[src/rtl/load_align_pkg.sv]
package load_align_pkg;
  typedef enum logic [1:0] {
    LD_BYTE = 2'b00,
    LD_HALF = 2'b01,
    LD_WORD = 2'b10,
    LD_WALT = 2'b11
  } ld_size_e;

  localparam int unsigned LANE_W = 8;
  localparam int unsigned HALF_W = 16;
endpackage

[src/rtl/la_rotor.sv]
module la_rotor #(
  parameter int DW = 32,
  localparam int NL = DW / 8,
  localparam int AW = $clog2(NL)
) (
  input  logic          clk,
  input  logic          rst_n,
  input  logic [DW-1:0] din,
  input  logic [AW-1:0] sel,
  output logic [DW-1:0] dout
);
  // lane g of the output takes input lane (g + sel) mod NL
  for (genvar g = 0; g < NL; g++) begin : g_lane
    logic [AW-1:0] src;
    assign src = sel + AW'(g);
    assign dout[g*8 +: 8] = din[src*8 +: 8];
  end

  // rotating the result back to the left must restore the input
  logic [2*DW-1:0] back;
  assign back = {dout, dout} >> (DW - 8 * int'(sel));

  a_r1_rotate_inverse: assert property (@(posedge clk) disable iff (!rst_n)
    back[DW-1:0] == din);
endmodule

[src/rtl/la_lane_pick.sv]
module la_lane_pick #(
  parameter int DW = 32,
  localparam int NL = DW / 8,
  localparam int AW = $clog2(NL)
) (
  input  logic          clk,
  input  logic          rst_n,
  input  logic [DW-1:0] din,
  input  logic [AW-1:0] sel,
  output logic [15:0]   half_lane,
  output logic [7:0]    byte_lane
);
  logic [AW-2:0] hsel;
  assign hsel      = sel[AW-1:1];
  assign half_lane = din[hsel*16 +: 16];
  assign byte_lane = din[sel*8 +: 8];

  // the picked byte is always one of the halves of the picked halfword
  a_r6_byte_in_half: assert property (@(posedge clk) disable iff (!rst_n)
    byte_lane == (sel[0] ? half_lane[15:8] : half_lane[7:0]));
endmodule

[src/rtl/la_extend.sv]
module la_extend
  import load_align_pkg::*;
#(
  parameter int DW = 32
) (
  input  logic          clk,
  input  logic          rst_n,
  input  ld_size_e      size,
  input  logic          sgn,
  input  logic          odd,
  input  logic [DW-1:0] word_rot,
  input  logic [15:0]   half_lane,
  input  logic [7:0]    byte_lane,
  output logic [DW-1:0] res
);
  always_comb begin
    unique case (size)
      LD_BYTE: res = sgn ? {{(DW-8){byte_lane[7]}}, byte_lane}
                         : {{(DW-8){1'b0}}, byte_lane};
      LD_HALF: begin
        if (odd)
          res = sgn ? {{(DW-8){half_lane[15]}}, half_lane[15:8]}
                    : {half_lane[7:0], {(DW-16){1'b0}}, half_lane[15:8]};
        else
          res = sgn ? {{(DW-16){half_lane[15]}}, half_lane}
                    : {{(DW-16){1'b0}}, half_lane};
      end
      default: res = word_rot;
    endcase
  end

  logic is_half;
  assign is_half = (size == LD_HALF);

  a_r3_odd_middle_zero: assert property (@(posedge clk) disable iff (!rst_n)
    (is_half && !sgn && odd) |-> (res[DW-9:8] == '0));
  a_r4_even_half_sext: assert property (@(posedge clk) disable iff (!rst_n)
    (is_half && sgn && !odd) |->
      ($countones(res[DW-1:15]) == 0 || $countones(res[DW-1:15]) == DW-15));
  a_r5_odd_half_sext: assert property (@(posedge clk) disable iff (!rst_n)
    (is_half && sgn && odd) |->
      ($countones(res[DW-1:7]) == 0 || $countones(res[DW-1:7]) == DW-7));
  a_r6_byte_zero_ext: assert property (@(posedge clk) disable iff (!rst_n)
    (size == LD_BYTE && !sgn) |-> (res[DW-1:8] == '0));
endmodule

[src/rtl/la_out_stage.sv]
module la_out_stage #(
  parameter int DW      = 32,
  parameter bit OUT_REG = 1'b1
) (
  input  logic          clk,
  input  logic          rst_n,
  input  logic          in_valid,
  output logic          in_ready,
  input  logic [DW-1:0] in_data,
  output logic          out_valid,
  input  logic          out_ready,
  output logic [DW-1:0] out_data
);
  if (OUT_REG) begin : g_reg
    logic          vld_q;
    logic [DW-1:0] dat_q;

    assign in_ready  = !vld_q || out_ready;
    assign out_valid = vld_q;
    assign out_data  = dat_q;

    always_ff @(posedge clk or negedge rst_n) begin
      if (!rst_n) begin
        vld_q <= 1'b0;
        dat_q <= '0;
      end else if (in_ready) begin
        vld_q <= in_valid;
        if (in_valid) dat_q <= in_data;
      end
    end

    a_r7_accept_shows: assert property (@(posedge clk) disable iff (!rst_n)
      (in_valid && in_ready) |=> (out_valid && out_data == $past(in_data)));
    a_r8_hold_result: assert property (@(posedge clk) disable iff (!rst_n)
      (out_valid && !out_ready) |=> (out_valid && $stable(out_data)));
    a_r8_stall_upstream: assert property (@(posedge clk) disable iff (!rst_n)
      (out_valid && !out_ready) |-> !in_ready);
  end else begin : g_comb
    assign in_ready  = out_ready;
    assign out_valid = in_valid;
    assign out_data  = in_data;
  end
endmodule

[src/rtl/load_aligner.sv]
module load_aligner
  import load_align_pkg::*;
#(
  parameter int DW      = 32,
  parameter bit OUT_REG = 1'b1,
  localparam int AW     = $clog2(DW / 8)
) (
  input  logic          clk,
  input  logic          rst_n,
  input  logic          in_valid,
  output logic          in_ready,
  input  logic [DW-1:0] in_data,
  input  logic [AW-1:0] in_addr,
  input  logic [1:0]    in_size,
  input  logic          in_signed,
  output logic          out_valid,
  input  logic          out_ready,
  output logic [DW-1:0] out_data
);
  ld_size_e      size;
  logic [DW-1:0] word_rot;
  logic [15:0]   half_lane;
  logic [7:0]    byte_lane;
  logic [DW-1:0] result;

  assign size = ld_size_e'(in_size);

  la_rotor #(.DW(DW)) u_rot (
    .clk(clk), .rst_n(rst_n), .din(in_data), .sel(in_addr), .dout(word_rot)
  );

  la_lane_pick #(.DW(DW)) u_pick (
    .clk(clk), .rst_n(rst_n), .din(in_data), .sel(in_addr),
    .half_lane(half_lane), .byte_lane(byte_lane)
  );

  la_extend #(.DW(DW)) u_ext (
    .clk(clk), .rst_n(rst_n), .size(size), .sgn(in_signed), .odd(in_addr[0]),
    .word_rot(word_rot), .half_lane(half_lane), .byte_lane(byte_lane),
    .res(result)
  );

  la_out_stage #(.DW(DW), .OUT_REG(OUT_REG)) u_out (
    .clk(clk), .rst_n(rst_n),
    .in_valid(in_valid), .in_ready(in_ready), .in_data(result),
    .out_valid(out_valid), .out_ready(out_ready), .out_data(out_data)
  );

  // word results are unaffected by the signed flag
  a_r2_word_unsigned: assert property (@(posedge clk) disable iff (!rst_n)
    (size inside {LD_WORD, LD_WALT}) |-> (result == word_rot));
endmodule

[config.mk]
export PLATFORM = sky130hd
export DESIGN_NAME = load_aligner
export DESIGN_NICKNAME = d
export VERILOG_FILES = /design/src/rtl/load_align_pkg.sv /design/src/rtl/la_rotor.sv /design/src/rtl/la_lane_pick.sv /design/src/rtl/la_extend.sv /design/src/rtl/la_out_stage.sv /design/src/rtl/load_aligner.sv
export SDC_FILE = /design/constraint.sdc
export NUM_CORES = 1
export LEC_CHECK = 0
export ABC_AREA = 1
export BUFFER_PORTS_ARGS = -buffer_cell sky130_fd_sc_hd__buf_2
export CORE_MARGIN = 2
export CORE_UTILIZATION = 57
export CTS_CLUSTER_DIAMETER = 30
export DETAILED_ROUTE_END_ITERATION = 8
export PLACE_DENSITY = 0.93
export SLEW_MARGIN = 20
export SYNTH_ARGS = -nofsm -noshare
export SYNTH_HDL_FRONTEND = slang
export SYNTH_HIERARCHICAL = 1
export SYNTH_SLANG_ARGS = --single-unit
[constraint.sdc]
create_clock -name clk -period 1.2 [get_ports clk]
set_clock_uncertainty 0.15 [all_clocks]
set_input_delay 0.18 -clock clk [delete_from_list [all_inputs] [get_ports clk]]
set_output_delay 0.18 -clock clk [all_outputs]
set_load 0.1 [all_outputs]
# After elaboration in Yosys (flattened, before gate mapping)
# Cells that the tools add are included.
[totals] mem_bits_ro=0 mem_bits_rw=0 register_bits=33 latchBits=0 word_cells=20 mem_count=0
[classes] bitwise=0 n_reduce_logical=4 muxes=5 addsub=3 mul=0 div=0 magnitude_cmp=0 eq_ne=1 shift=5
[op_table] operator="32-bit 2-to-1 mux" count=4
[op_table] operator="32-bit by 6-bit indexed part select with 8-bit output" count=4
[op_table] operator="32-bit case mux with 2 select lines" count=1
[op_table] operator="32-bit by 6-bit indexed part select with 16-bit output" count=1
[op_table] operator="2-bit adder, second input constant" count=2
[op_table] operator="2-bit by 1-bit adder with 2-bit output, second input constant" count=1
[op_table] operator="2-bit by 1-bit equality test with 1-bit output, second input constant" count=1
[op_table] operator="2-bit logical NOT" count=1
[op_table] operator="2-bit AND reduction" count=1
[op_table] operator="1-bit logical NOT" count=1
[op_table] operator="1-bit logical OR" count=1

# Logic depth before layout (Yosys ltp)
[depth] depth_word=4 ltp_mapped=13

# By module
# Netlist, hierarchy kept.
[modules_own_cells] mod="la_out_stage" area_per_inst_um2=1337.5 seq_area_each_um2=825.8 cells_each=143 n_inst=1
[modules_own_cells] mod="la_rotor" area_per_inst_um2=1014.7 seq_area_each_um2=0.0 cells_each=228 n_inst=1
[modules_own_cells] mod="la_extend" area_per_inst_um2=809.5 seq_area_each_um2=0.0 cells_each=180 n_inst=1
[modules_own_cells] mod="la_lane_pick" area_per_inst_um2=501.7 seq_area_each_um2=0.0 cells_each=110 n_inst=1

# Least setup slack after synthesis
# OpenSTA, ideal clock, no wires.
[synth_path] path_type="reg-to-reg" start="register u_out.g_reg.vld_q (netlist: u_out/out_valid)" end="register u_out.g_reg.dat_q[20] (netlist: u_out/out_data[20])" setup_time_ns=0.122 arrival_time_ns=1.544 synth_period_minus_slack_ns=1.816 n_path_buf=1 setup_slack_ns=-0.616 required_ns=0.928 stages_incl_launch_ff=5 path_cell_list="dfrtp_1 > nand2_4 > buf_4 > nand3_1 > nand2_1"
[synth_via] elab_chain_len=3
[synth_lines] item="from (decl)" line="la_out_stage.sv:15" source="logic vld_q;"
[synth_lines] item="from (signal assigned)" line="la_out_stage.sv:27" source="vld_q <= in_valid;"
[synth_lines] item="1-bit logical NOT" line="la_out_stage.sv:18" source="assign in_ready = !vld_q || out_ready;"
[synth_lines] item="1-bit logical OR" line="la_out_stage.sv:18"
[synth_lines] item="net in_ready" line="load_aligner.sv:11" source="output logic in_ready,"
[synth_lines] item="2-bit AND reduction (no source line)"
[synth_lines] item="to (signal assigned)" line="la_out_stage.sv:28" source="if (in_valid) dat_q <= in_data;"
[synth_lines] item="to (decl)" line="la_out_stage.sv:16" source="logic [DW-1:0] dat_q;"
# The timed path passes the listed nets, and every way through them passes these cells.
# A chain may end at the register's enable or synchronous reset.

# Final worst setup path
[layout_path] start="input in_addr[0]" end="register u_out.g_reg.dat_q[8] (netlist: u_out/out_data[8])"
[layout_via] elab_chain_len=3 elab_cells_between_ends=6 classes_between="add/sub (1); shift (2); mux (3)"
[layout_lines] item="from (decl)" line="load_aligner.sv:13" source="input logic [AW-1:0] in_addr,"
[layout_lines] item="32-bit by 6-bit indexed part select with 8-bit output" line="la_lane_pick.sv:16" source="assign byte_lane = din[sel*8 +: 8];"
[layout_lines] item="net byte_lane[7]" line="load_aligner.sv:23" source="logic [7:0] byte_lane;"
[layout_lines] item="32-bit 2-to-1 mux" line="la_extend.sv:18" source="LD_BYTE: res = sgn ? {{(DW-8){byte_lane[7]}}, byte_lane}"
[layout_lines] item="32-bit case mux with 2 select lines" line="la_extend.sv:17" source="unique case (size)"
[layout_lines] item="net result[8]" line="load_aligner.sv:24" source="logic [DW-1:0] result;"
# The timed path passes the listed nets, and every way through them passes these cells.

==> results.yml <==
routing:
  routedWlPerCell_um: 22.8
  drtIter0Drc: 1127
  vias_per_cell: 6.70
  ant_nets: 0
  drc: 72
  wirelength_um: 19500
  drt-pass1-iter-count: 9
  vias: 5739
global_routing:
  antenna_found_initial: 0
  grt_pass1_vias: 4590
  grtUsageTotal_pct: 38.5
  use_met2_pct: 65.0
  grt.overflow.total: 0
  met1_usage_pct: 45.1
  grt_use_met3_pct: 6.98
  grt_max_degree: 34
  top_usage_layer: "met2"
  grt_first_pass_wirelength_um: 22200
job:
  max_cap_viol_count: 0
synthesis:
  avgSynthCellArea_um2: 5.54
  yosysUniqueCellTypes: 21
  syn_inst: 661
  ys.flop_type: "dfrtp_1"
  synth_seq_cells: 33
  synth_nets: 702
  synth_common_cells: "nand2_1, nand3_1, inv_1"
  ys_async_sr_fraction_pct: 100
  yosysWarningCount: 6
  synth_enable_flop_cells: 0
  ys_seq_area_share_pct: 22.5
  synth_top_cell_area_share_pct: 32.2
  synth_area_leaders: "nand2_1, dfrtp_1, nand3_1"
  yosysMostFrequentCell: "nand2_1"
  syn_area_um2: 3660
  yosysTopAreaCell: "nand2_1"
cts:
  tritoncts: "built"
  cts_buffer_depth: 2
  cts.htree.levels: 2
  cts_sinks: 33
  cts-buffers-inserted: 5
  path_clk_slew_ns: 0.07
  cts-root-buf: "clkbuf_8"
  clk_latency_ns: 0.29
floorplan:
  initial_core_util_pct: 58.4
  die_h_um: 84.2
  rows: 29
  die-width_um: 84.2
  die_area_um2: 7080
  num_io_pins: 75
  coreArea_um2: 6280
placed_design:
  hpwl_um: 8380
  place_congestion: 0.978
  placed_area_um2: 4810
  io_buffers: 74
  pre_cts_slack_ns: -0.535
sta:
  tightestPinTransition_ns: 0.455
  setup_slack_ns: -0.361
  setup_viol_count_final: 66
  maxSlewViolCount: 0
  grt_setup_unrepaired: "yes"
  fmax_mhz: 641
  slew_headroom_pct: 69.7
  final-hold-violation-count: 0
  tns_ns: -9.26
  finalCritPeriodShare_pct: 130
  fin_crit_ns: 1.56
final_layout:
  drive_gt1_share_pct: 39.1
  fillCellCount: 200
  fin_nets: 820
  final_util_pct: 92.8
  fin_area_um2: 5830
  antennaDiodeCount: 0
  area_growth_pct: 59.1
power_and_ir_drop:
  power_leakage_nw: 3.34
  p_int_mw: 3.35
  clockPowerShare_pct: 14.1
  power_frac_comb_pct: 63.3
  p_switching_mw: 3.63
  power_frac_seq_pct: 22.6
  switching_share_pct: 52.0
  p_per_area_nw_per_um2: 1200
  vdd_drop_max_v: 0.00161
worst_setup_path:
  path_class: "input pin to flop"
  crit_path_end_kind: "flop"
  cp.arrival_ns: 1.61
  ff2ff_path_depth: 5
  cp_max_fo: 7
  start_kind: "input pin"
  cp.required_ns: 1.25
worst_hold_path:
  hold_path.class: "input pin to flop"
  min_path_cells: 3
run_status:
  outcome: "finished, violations left"
  violations: "design-rule violations, negative setup slack"
-- layout by cell type (no fill, tap or decap), types with 2 or more instances in the layout --
master    instances
nor2_2            8
nor2_4            3
nand3_1          67
and2_1           15
inv_8             4
nand2_4          27
nand2_2          37
o21ai_0          14
dfrtp_2          28
nor2_1           27
buf_2            39
nand3_2          24
buf_6             8
inv_2             2
o21ai_2           4
a21boi_2          7
buf_8             5
nand2_8           6
buf_12           41
nand2_1         257
inv_1            86
o21ai_1           3
buf_4            43
dfrtp_1           4
clkbuf_8          7
nand3_4           3
-- final cells by class --
| type | count | area, um2 | share of cell area (%) |
|---|---|---|---|
| well taps | 77 | 96.3 | 1.65 |
| inverters | 93 | 393 | 6.74 |
| flip-flops and latches | 33 | 865 | 14.8 |
| clock inverters | 1 | 5.00 | 0.0859 |
| multi-input cells | 504 | 2750 | 47.2 |
| repair inverters | 2 | 22.5 | 0.386 |
| repair buffers | 140 | 1600 | 27.4 |
| clock buffers | 7 | 96.3 | 1.65 |
-- power by group through the flow --
stage                     logic (mW)  registers (mW)  clock network [mW]
after floorplan                 1.00            2.79                   0
after global placement          3.47            1.56                   0
after detailed placement        3.55            1.57                   0
after CTS                       3.80            1.54               0.908
after global routing            4.50            1.59                1.02
final                           4.42            1.58               0.982
-- state kept, by name (all words and copies together) (netlist names) --
name and flops:
u_out/out_data 32, u_out/out_valid 1
-- through the flow --
step	cells	power, mW	hold slack (ns)
final	857	6.99	0.205
after global routing	857	7.11	0.218
after CTS	846	6.25	0.208
after detailed placement	820	5.11	-0.00663
after global placement	820	5.03	-0.00479
after floorplan	661	3.80	-0.266
-- final timing paths --
path                                                from                             end  slack (ns)
min in group asynchronous                          rst_n  u_out/out_data[28]$_DFFE_PN0P_        0.22
max reg2reg                  u_out/out_valid$_DFFE_PN0P_   u_out/out_data[8]$_DFFE_PN0P_       -0.32
max                                           in_addr[0]   u_out/out_data[8]$_DFFE_PN0P_       -0.36
min reg2reg                u_out/out_data[6]$_DFFE_PN0P_   u_out/out_data[6]$_DFFE_PN0P_        0.39
max in group asynchronous                          rst_n     u_out/out_valid$_DFFE_PN0P_        0.48
min                                             in_valid     u_out/out_valid$_DFFE_PN0P_        0.21
-- repair_timing --
action,CTS,global route
buffers inserted,11,10
cloned,6,4
hold endpoints to repair,33,0
resized for setup,73,95
pin swaps,30,45
endpoints found under the setup margin,66,67
hold buffers,1,0
-- cells by family after synthesis --
group / share of synthesized area [%]
and+or+nand+nor: 55.1
buffers and inverters: 18.0
DFF: 22.5
AOI/OAI and AO/OA: 4.30
-- routing by layer --
metal	wire, um	part of all wire [%]	vias up
met4	2440	12	0
met1	5960	31	2413
met2	7930	41	763
met3	3170	16	325
li1	-	-	2238
met5	0	0	-
-- worst max-delay path, cell delays in order --
cell	delay, ns
buf_8	0.11
buf_12	0.14
clkinv_8	0.05
nand3_4	0.08
nand2_4	0.10
nand2_4	0.05
nor3_4	0.26
buf_6	0.19
nor2_2	0.05
nand2_1	0.08
nand3_1	0.09
nand2_1	0.21
Note: power is estimated with default switching activity, not from simulation.
